$ cat config.mk
export PLATFORM = sky130hd
export DESIGN_NAME = prio_irq_ctrl
export DESIGN_NICKNAME = d
export VERILOG_FILES = /design/src/rtl/irq_pkg.sv /design/src/rtl/irq_flags.sv /design/src/rtl/irq_sel.sv /design/src/rtl/irq_track.sv /design/src/rtl/prio_irq_ctrl.sv
export SDC_FILE = /design/constraint.sdc
export NUM_CORES = 1
export LEC_CHECK = 0
export ABC_AREA = 0
export BUFFER_PORTS_ARGS = -buffer_cell sky130_fd_sc_hd__buf_2
export CORE_AREA = 10 10 64 66
export DETAILED_ROUTE_END_ITERATION = 6
export DIE_AREA = 0 0 74 76
export PLACE_DENSITY = 0.77
export SLEW_MARGIN = 20
export SYNTH_ARGS = -nofsm -noshare
export SYNTH_HDL_FRONTEND = slang
export SYNTH_SLANG_ARGS = --single-unit
export TNS_END_PERCENT = 5
$ cat constraint.sdc
create_clock -name clk_i -period 3.4 [get_ports clk_i]
set_clock_uncertainty 0.1 [all_clocks]
set_input_delay 0.68 -clock clk_i [delete_from_list [all_inputs] [get_ports clk_i]]
set_output_delay 0.68 -clock clk_i [all_outputs]
set_load 0.02 [all_outputs]
$ cat src/rtl/irq_pkg.sv
package irq_pkg;
  typedef enum logic [1:0] {
    RK_NONE = 2'd0,
    RK_LOW  = 2'd1,
    RK_HIGH = 2'd2,
    RK_TOP  = 2'd3
  } rank_e;
endpackage

$ cat src/rtl/irq_flags.sv
module irq_flags #(
  parameter int          N_SRC      = 6,
  parameter int          RTC_IDX    = 5,
  parameter logic [31:0] LEVEL_MASK = 32'h1
) (
  input  logic             clk_i,
  input  logic             rst_ni,
  input  logic [N_SRC-1:0] hw_i,
  input  logic             sw_we_i,
  input  logic [N_SRC-1:0] sw_wdata_i,
  output logic [N_SRC-1:0] flag_o
);
  for (genvar g = 0; g < N_SRC; g++) begin : g_flag
    logic bit_q;
    assign flag_o[g] = bit_q;
    if (LEVEL_MASK[g]) begin : g_lvl
      always_ff @(posedge clk_i or negedge rst_ni)
        if (!rst_ni) bit_q <= 1'b0;
        else         bit_q <= hw_i[g];
      AST_LEVEL_FOLLOWS: assert property (@(posedge clk_i) disable iff (!rst_ni)
        1'b1 |=> bit_q == $past(hw_i[g]));
    end else if (g == RTC_IDX) begin : g_rtc
      always_ff @(posedge clk_i or negedge rst_ni)
        if (!rst_ni)      bit_q <= 1'b0;
        else if (hw_i[g]) bit_q <= 1'b1;
        else if (sw_we_i) bit_q <= bit_q & sw_wdata_i[g]; // write 1 ignored
      AST_RTC_NO_SW_SET: assert property (@(posedge clk_i) disable iff (!rst_ni)
        (sw_we_i && !hw_i[g] && !bit_q) |=> !bit_q);
    end else begin : g_edge
      always_ff @(posedge clk_i or negedge rst_ni)
        if (!rst_ni)      bit_q <= 1'b0;
        else if (hw_i[g]) bit_q <= 1'b1;
        else if (sw_we_i) bit_q <= sw_wdata_i[g];
      AST_HW_SET_WINS: assert property (@(posedge clk_i) disable iff (!rst_ni)
        hw_i[g] |=> bit_q);
    end
  end
endmodule

$ cat src/rtl/irq_sel.sv
module irq_sel
  import irq_pkg::*;
#(
  parameter int          N_SRC    = 6,
  parameter int          VEC_W    = 16,
  parameter int          VEC_BASE = 3,
  parameter int          VEC_STEP = 8,
  parameter logic [15:0] PF_VEC   = 16'h0033
) (
  input  logic [N_SRC-1:0] samp_i,
  input  logic [N_SRC-1:0] en_i,
  input  logic [N_SRC-1:0] prio_i,
  input  logic             gen_i,
  input  logic             pf_i,
  input  logic             pf_en_i,
  output logic             vld_o,
  output rank_e            rank_o,
  output logic [VEC_W-1:0] vec_o
);
  localparam int IW = (N_SRC > 1) ? $clog2(N_SRC) : 1;

  logic [N_SRC-1:0] hi_req, lo_req;
  logic [IW-1:0]    hi_idx, lo_idx;

  assign hi_req = samp_i & en_i &  prio_i & {N_SRC{gen_i}};
  assign lo_req = samp_i & en_i & ~prio_i & {N_SRC{gen_i}};

  // natural order: lowest index wins inside a tier
  always_comb begin
    hi_idx = '0;
    lo_idx = '0;
    for (int i = N_SRC - 1; i >= 0; i--) begin
      if (hi_req[i]) hi_idx = IW'(i);
      if (lo_req[i]) lo_idx = IW'(i);
    end
  end

  always_comb begin
    vld_o  = 1'b1;
    rank_o = RK_NONE;
    vec_o  = '0;
    if (pf_i && pf_en_i) begin
      rank_o = RK_TOP;
      vec_o  = VEC_W'(PF_VEC);
    end else if (|hi_req) begin
      rank_o = RK_HIGH;
      vec_o  = VEC_W'(VEC_BASE + VEC_STEP * int'(hi_idx));
    end else if (|lo_req) begin
      rank_o = RK_LOW;
      vec_o  = VEC_W'(VEC_BASE + VEC_STEP * int'(lo_idx));
    end else begin
      vld_o  = 1'b0;
    end
  end
endmodule

$ cat src/rtl/irq_track.sv
module irq_track
  import irq_pkg::*;
(
  input  logic       clk_i,
  input  logic       rst_ni,
  input  logic       ack_i,
  input  rank_e      rank_i,
  input  logic       rel_i,
  output logic [2:0] isr_o,
  output rank_e      cur_o
);
  logic [2:0] isr_q;

  always_ff @(posedge clk_i or negedge rst_ni) begin
    if (!rst_ni) isr_q <= '0;
    else if (ack_i) begin
      case (rank_i)
        RK_LOW:  isr_q[0] <= 1'b1;
        RK_HIGH: isr_q[1] <= 1'b1;
        RK_TOP:  isr_q[2] <= 1'b1;
        default: ;
      endcase
    end else if (rel_i) begin
      if      (isr_q[2]) isr_q[2] <= 1'b0;
      else if (isr_q[1]) isr_q[1] <= 1'b0;
      else               isr_q[0] <= 1'b0;
    end
  end

  always_comb begin
    if      (isr_q[2]) cur_o = RK_TOP;
    else if (isr_q[1]) cur_o = RK_HIGH;
    else if (isr_q[0]) cur_o = RK_LOW;
    else               cur_o = RK_NONE;
  end

  assign isr_o = isr_q;

  AST_ACK_ADDS_LEVEL: assert property (@(posedge clk_i) disable iff (!rst_ni)
    ack_i |=> $countones(isr_q) == $countones($past(isr_q)) + 1);
  AST_RETI_DROPS_ONE: assert property (@(posedge clk_i) disable iff (!rst_ni)
    (rel_i && !ack_i && isr_q != 3'b000) |=> $countones(isr_q) == $countones($past(isr_q)) - 1);
  AST_RETI_TOP_FIRST: assert property (@(posedge clk_i) disable iff (!rst_ni)
    (rel_i && !ack_i && isr_q[2]) |=> !isr_q[2] && isr_q[1:0] == $past(isr_q[1:0]));
endmodule

$ cat src/rtl/prio_irq_ctrl.sv
module prio_irq_ctrl
  import irq_pkg::*;
#(
  parameter int          N_SRC      = 6,
  parameter int          VEC_W      = 16,
  parameter int          RTC_IDX    = 5,
  parameter logic [31:0] LEVEL_MASK = 32'h1,
  parameter logic [15:0] PF_VEC     = 16'h0033
) (
  input  logic             clk_i,
  input  logic             rst_ni,
  input  logic [N_SRC-1:0] irq_i,
  input  logic             sw_flag_we_i,
  input  logic [N_SRC-1:0] sw_flag_wdata_i,
  output logic [N_SRC-1:0] flag_o,
  input  logic [N_SRC-1:0] irq_en_i,
  input  logic [N_SRC-1:0] irq_prio_i,
  input  logic             glb_en_i,
  input  logic             pf_req_i,
  input  logic             pf_en_i,
  input  logic             mcyc_i,
  input  logic             last_cyc_i,
  input  logic             reti_i,
  input  logic             ctl_wr_i,
  output logic             lcall_o,
  output logic [VEC_W-1:0] vec_o,
  output logic [2:0]       isr_o
);
  logic [N_SRC-1:0] flags, samp_q;
  logic             pf_samp_q;
  logic             win_vld, ack, rel;
  rank_e            win_rank, cur_rank;
  logic [VEC_W-1:0] win_vec;
  logic             lcall_q;
  logic [VEC_W-1:0] vec_q;

  irq_flags #(.N_SRC(N_SRC), .RTC_IDX(RTC_IDX), .LEVEL_MASK(LEVEL_MASK)) u_flags (
    .clk_i, .rst_ni,
    .hw_i(irq_i), .sw_we_i(sw_flag_we_i), .sw_wdata_i(sw_flag_wdata_i),
    .flag_o(flags)
  );

  always_ff @(posedge clk_i or negedge rst_ni) begin
    if (!rst_ni) begin
      samp_q    <= '0;
      pf_samp_q <= 1'b0;
    end else if (mcyc_i) begin
      samp_q    <= flags;
      pf_samp_q <= pf_req_i;
    end
  end

  irq_sel #(.N_SRC(N_SRC), .VEC_W(VEC_W), .PF_VEC(PF_VEC)) u_sel (
    .samp_i(samp_q), .en_i(irq_en_i), .prio_i(irq_prio_i), .gen_i(glb_en_i),
    .pf_i(pf_samp_q), .pf_en_i(pf_en_i),
    .vld_o(win_vld), .rank_o(win_rank), .vec_o(win_vec)
  );

  // acknowledge uses last strobe's samples; blocked mid-instruction, on RETI and control writes
  assign ack = mcyc_i && last_cyc_i && !reti_i && !ctl_wr_i && win_vld && (win_rank > cur_rank);
  assign rel = mcyc_i && last_cyc_i && reti_i;

  irq_track u_track (
    .clk_i, .rst_ni,
    .ack_i(ack), .rank_i(win_rank), .rel_i(rel),
    .isr_o(isr_o), .cur_o(cur_rank)
  );

  always_ff @(posedge clk_i or negedge rst_ni) begin
    if (!rst_ni) begin
      lcall_q <= 1'b0;
      vec_q   <= '0;
    end else begin
      lcall_q <= ack;
      if (ack) vec_q <= win_vec;
    end
  end

  assign flag_o  = flags;
  assign lcall_o = lcall_q;
  assign vec_o   = vec_q;

  AST_LCALL_GATED: assert property (@(posedge clk_i) disable iff (!rst_ni)
    lcall_q |-> $past(mcyc_i && last_cyc_i && !reti_i && !ctl_wr_i));
  AST_LCALL_PULSE: assert property (@(posedge clk_i) disable iff (!rst_ni)
    lcall_q |=> !lcall_q || $past(mcyc_i));
  AST_LCALL_MARKS_ISR: assert property (@(posedge clk_i) disable iff (!rst_ni)
    lcall_q |-> isr_o != 3'b000);
  AST_NO_GEN_NO_LOW: assert property (@(posedge clk_i) disable iff (!rst_ni)
    (ack && !glb_en_i) |=> isr_o[2]);
endmodule

==> out/metrics.cfg <==
[yosys]
syn-cell-area_um2 = 1280
ys_ff_latch = 21
synth_cells = 119
yosys_warnings = 0
synth_async_sr_flop_share_pct = 100
synth-main-ff-cell = dfrtp_1
synth-edff-count = 0
syn_avg_cell_area_um2 = 10.8
synth.distinct_cells = 41
yosysSeqAreaShare_pct = 40.9

[critical_path]
crit_slowest_cell = or4_4
cp-end-kind = register
worstPathRequired_ns = 3.50
cp_max_fo = 12
r2r_cells = 11
cp_common_cell = nand2b_1
cp_slowest_stage_delay_ns = 0.57
critPathLaunchType = input port
timing.rr.start = samp_q[0]
path_class = in2reg
crit_family = simple AND/OR/NAND/NOR gates
worstSetupStartpoint = glb_en_i
path_buf_inv = 1
crit_chain = buf_2 > and4b_2 > or4_4 > nor3b_4 > nand2b_1 > and2_1 > ha_1 > and2b_2 > o211ai_2 > nand2b_1 > nand3b_1 > o221ai_2
path_depth = 12
arrival_ns = 3.15

[route]
route.detailed.drc = 0
antenna_left = 0
routed_wl_um = 3000
vias = 1039
via_per_inst = 5.27
drtIter0Drc = 24
routedWlPerCell_um = 15.2
drt-pass1-iter-count = 4

[final_layout]
regArea_um2 = 526
final_cell_mix = buf_2, dfrtp_1, conb_1
multi_input_area_um2 = 631
fillers = 275
layout_commonest_cell = buf_2
areaGrowthSynthToFinish_pct = 17.3
nets = 201
layout-drive-gt1-share_pct = 45.1
fin_cells = 197
diodes = 0

[timing]
hold_ws_ns = 0.204
final_hold_viol_count = 0
finalCritPeriodShare_pct = 89.8
period_needed_ns = 3.05
setup_ws_ns = 0.348
setup_viol = 0
maxSlewViolCount = 0
fmax_ghz = 0.328
grt_setup_unrepaired = false

[clock_tree]
ctsResizeCount = 0
numCtsBuffers = 3
cts_tree = yes
cts_max_path_buffers = 2
cts_hold_buffers = 0
cts_root_buf = clkbuf_4
clock_latency_ns = 0.31
htreeDepth = 1
cts.reportedPaths.clkPinSlew_ns = 0.11
clock-sinks = 21
post_cts_buffers = 0

[power]
ir_worst_vdd_v = 0.000338
power_frac_seq_pct = 45.6
cellInternalPower_uw = 444
p_sw_share_pct = 36.1
clockPowerShare_pct = 17.6
pwr-share-comb_pct = 36.8
p_leak_uw = 0.000729
switchingPower_uw = 251
power_density_nw_per_um2 = 462

[global_routing]
grt-ovfl-total = 0
grt_use_total_pct = 10.9
antenna_found_initial = 0
grt_pass1_wl_um = 5070
grt_pass1_vias = 1162
grt_max_degree = 22

[placement]
place_inst = 193
pre_cts_slack_ns = -0.000860
dp_hpwl_um = 2600
place.gp.congestion = 0.878
io_buffers = 47

[floorplanning]
initial_core_util_pct = 43.8
rows = 20
die-area_um2 = 5620
die_w_um = 74
core-area_um2 = 2930
io_pins = 60
dieHeight_um = 76

[run]
drv_cap = 0

[worst_hold_path]
hp-class = in2async

[status]
status = finished, final reports clean

-- cell usage after synthesis, drive strengths merged (2+ instances only) --
cell     n  area (µm²)
a211o    4        35.0
a21o     2        15.0
a21oi    3        15.0
and2     2        12.5
and2b    2        17.5
and4b    5        57.6
buf     19         146
dfrtp   21         526
ha       2        25.0
inv      4        15.0
mux2     7        78.8
nand2    4        15.0
nand2b   3        18.8
nand4    6        37.5
nor2     4        15.0
nor2b    5        31.3
nor3     2        10.0
o21ai    4        20.0
o31ai    2        15.0
-- cell type report --
| type | count | share of cell area (%) |
|---|---|---|
| inverters | 4 | 0.998 |
| well taps | 33 | 2.74 |
| multi-input cells | 84 | 41.9 |
| flip-flops and latches | 21 | 34.9 |
| clock inverters | 1 | 0.333 |
| repair buffers | 51 | 17.6 |
| clock buffers | 3 | 1.50 |
-- routing by layer --
layer  part of all wire (%)  GRT usage (%)  vias to the layer above  wire [µm]
li1                       -              -                      498          -
met1                     35           10.6                      493       1040
met2                     51           18.7                       43       1520
met3                     13           5.99                        5        397
met4                    1.4           3.73                        0         42
met5                      0              0                        -          0
-- worst paths after layout --
check,slack [ns],endpoint
worst max-delay path,0.35,vec_o[3]
worst min-delay path,0.20,u_track.isr_o[0]
worst max register to register,0.50,vec_o[3]
worst min register to register,0.40,vec_o[1]
max in group asynchronous,2.68,lcall_o
min in group clk_i,0.36,u_flags.g_flag[0].bit_q
-- worst reg2reg max path, stage by stage, from the launching register on --
cell and delay [ns]:
dfrtp_1 0.41, and4b_2 0.24, or4_4 0.57, nor3b_4 0.20, nand2b_1 0.15, and2_1 0.13
ha_1 0.14, and2b_2 0.22, o211ai_2 0.26, nand2b_1 0.16, nand3b_1 0.12, o221ai_2 0.09
-- registers in the layout, summed over array words and instances, names as in the netlist --
register,count
samp_q,6
u_flags.g_flag.bit_q,6
pf_samp_q,1
vec_o,4
u_track.isr_o,3
lcall_o,1
-- cells by family (layout without fill, tap and decap cells) --
kind of cell	after synthesis	count (layout)	share of synthesized area, %
flip-flops	21	21	40.9
multiplexers	8	8	6.92
other	1	11	0.292
AND/OR/NAND/NOR	41	41	22.9
AO/OA/AOI/OAI	22	22	14.1
buffers and inverters	24	59	12.9
adder cells (fa/ha/maj)	2	2	1.95
-- per-stage QoR --
| stage | power, µW | area (µm²) | util, % | setup TNS (ns) |
|---|---|---|---|---|
| after floorplan | 510 | 1320 | - | 0 |
| after global placement | 570 | 1480 | 50.5 | 0 |
| after detailed placement | 582 | 1480 | 50.5 | -0.000860 |
| after CTS | 707 | 1510 | 51.4 | 0 |
| after global routing | 757 | 1510 | 51.4 | 0 |
| final | 695 | 1510 | 51.4 | 0 |
-- power by group through the flow --
stage	sequential, µW	clock [µW]	combinational, µW
6_report	317	123	256
4_1_cts	317	130	260
3_5_place_dp	323	0	259
3_3_place_gp	319	0	251
5_1_grt	327	143	287
2_1_floorplan	356	0	154
No activity file was read; power rests on OpenSTA's default activity.
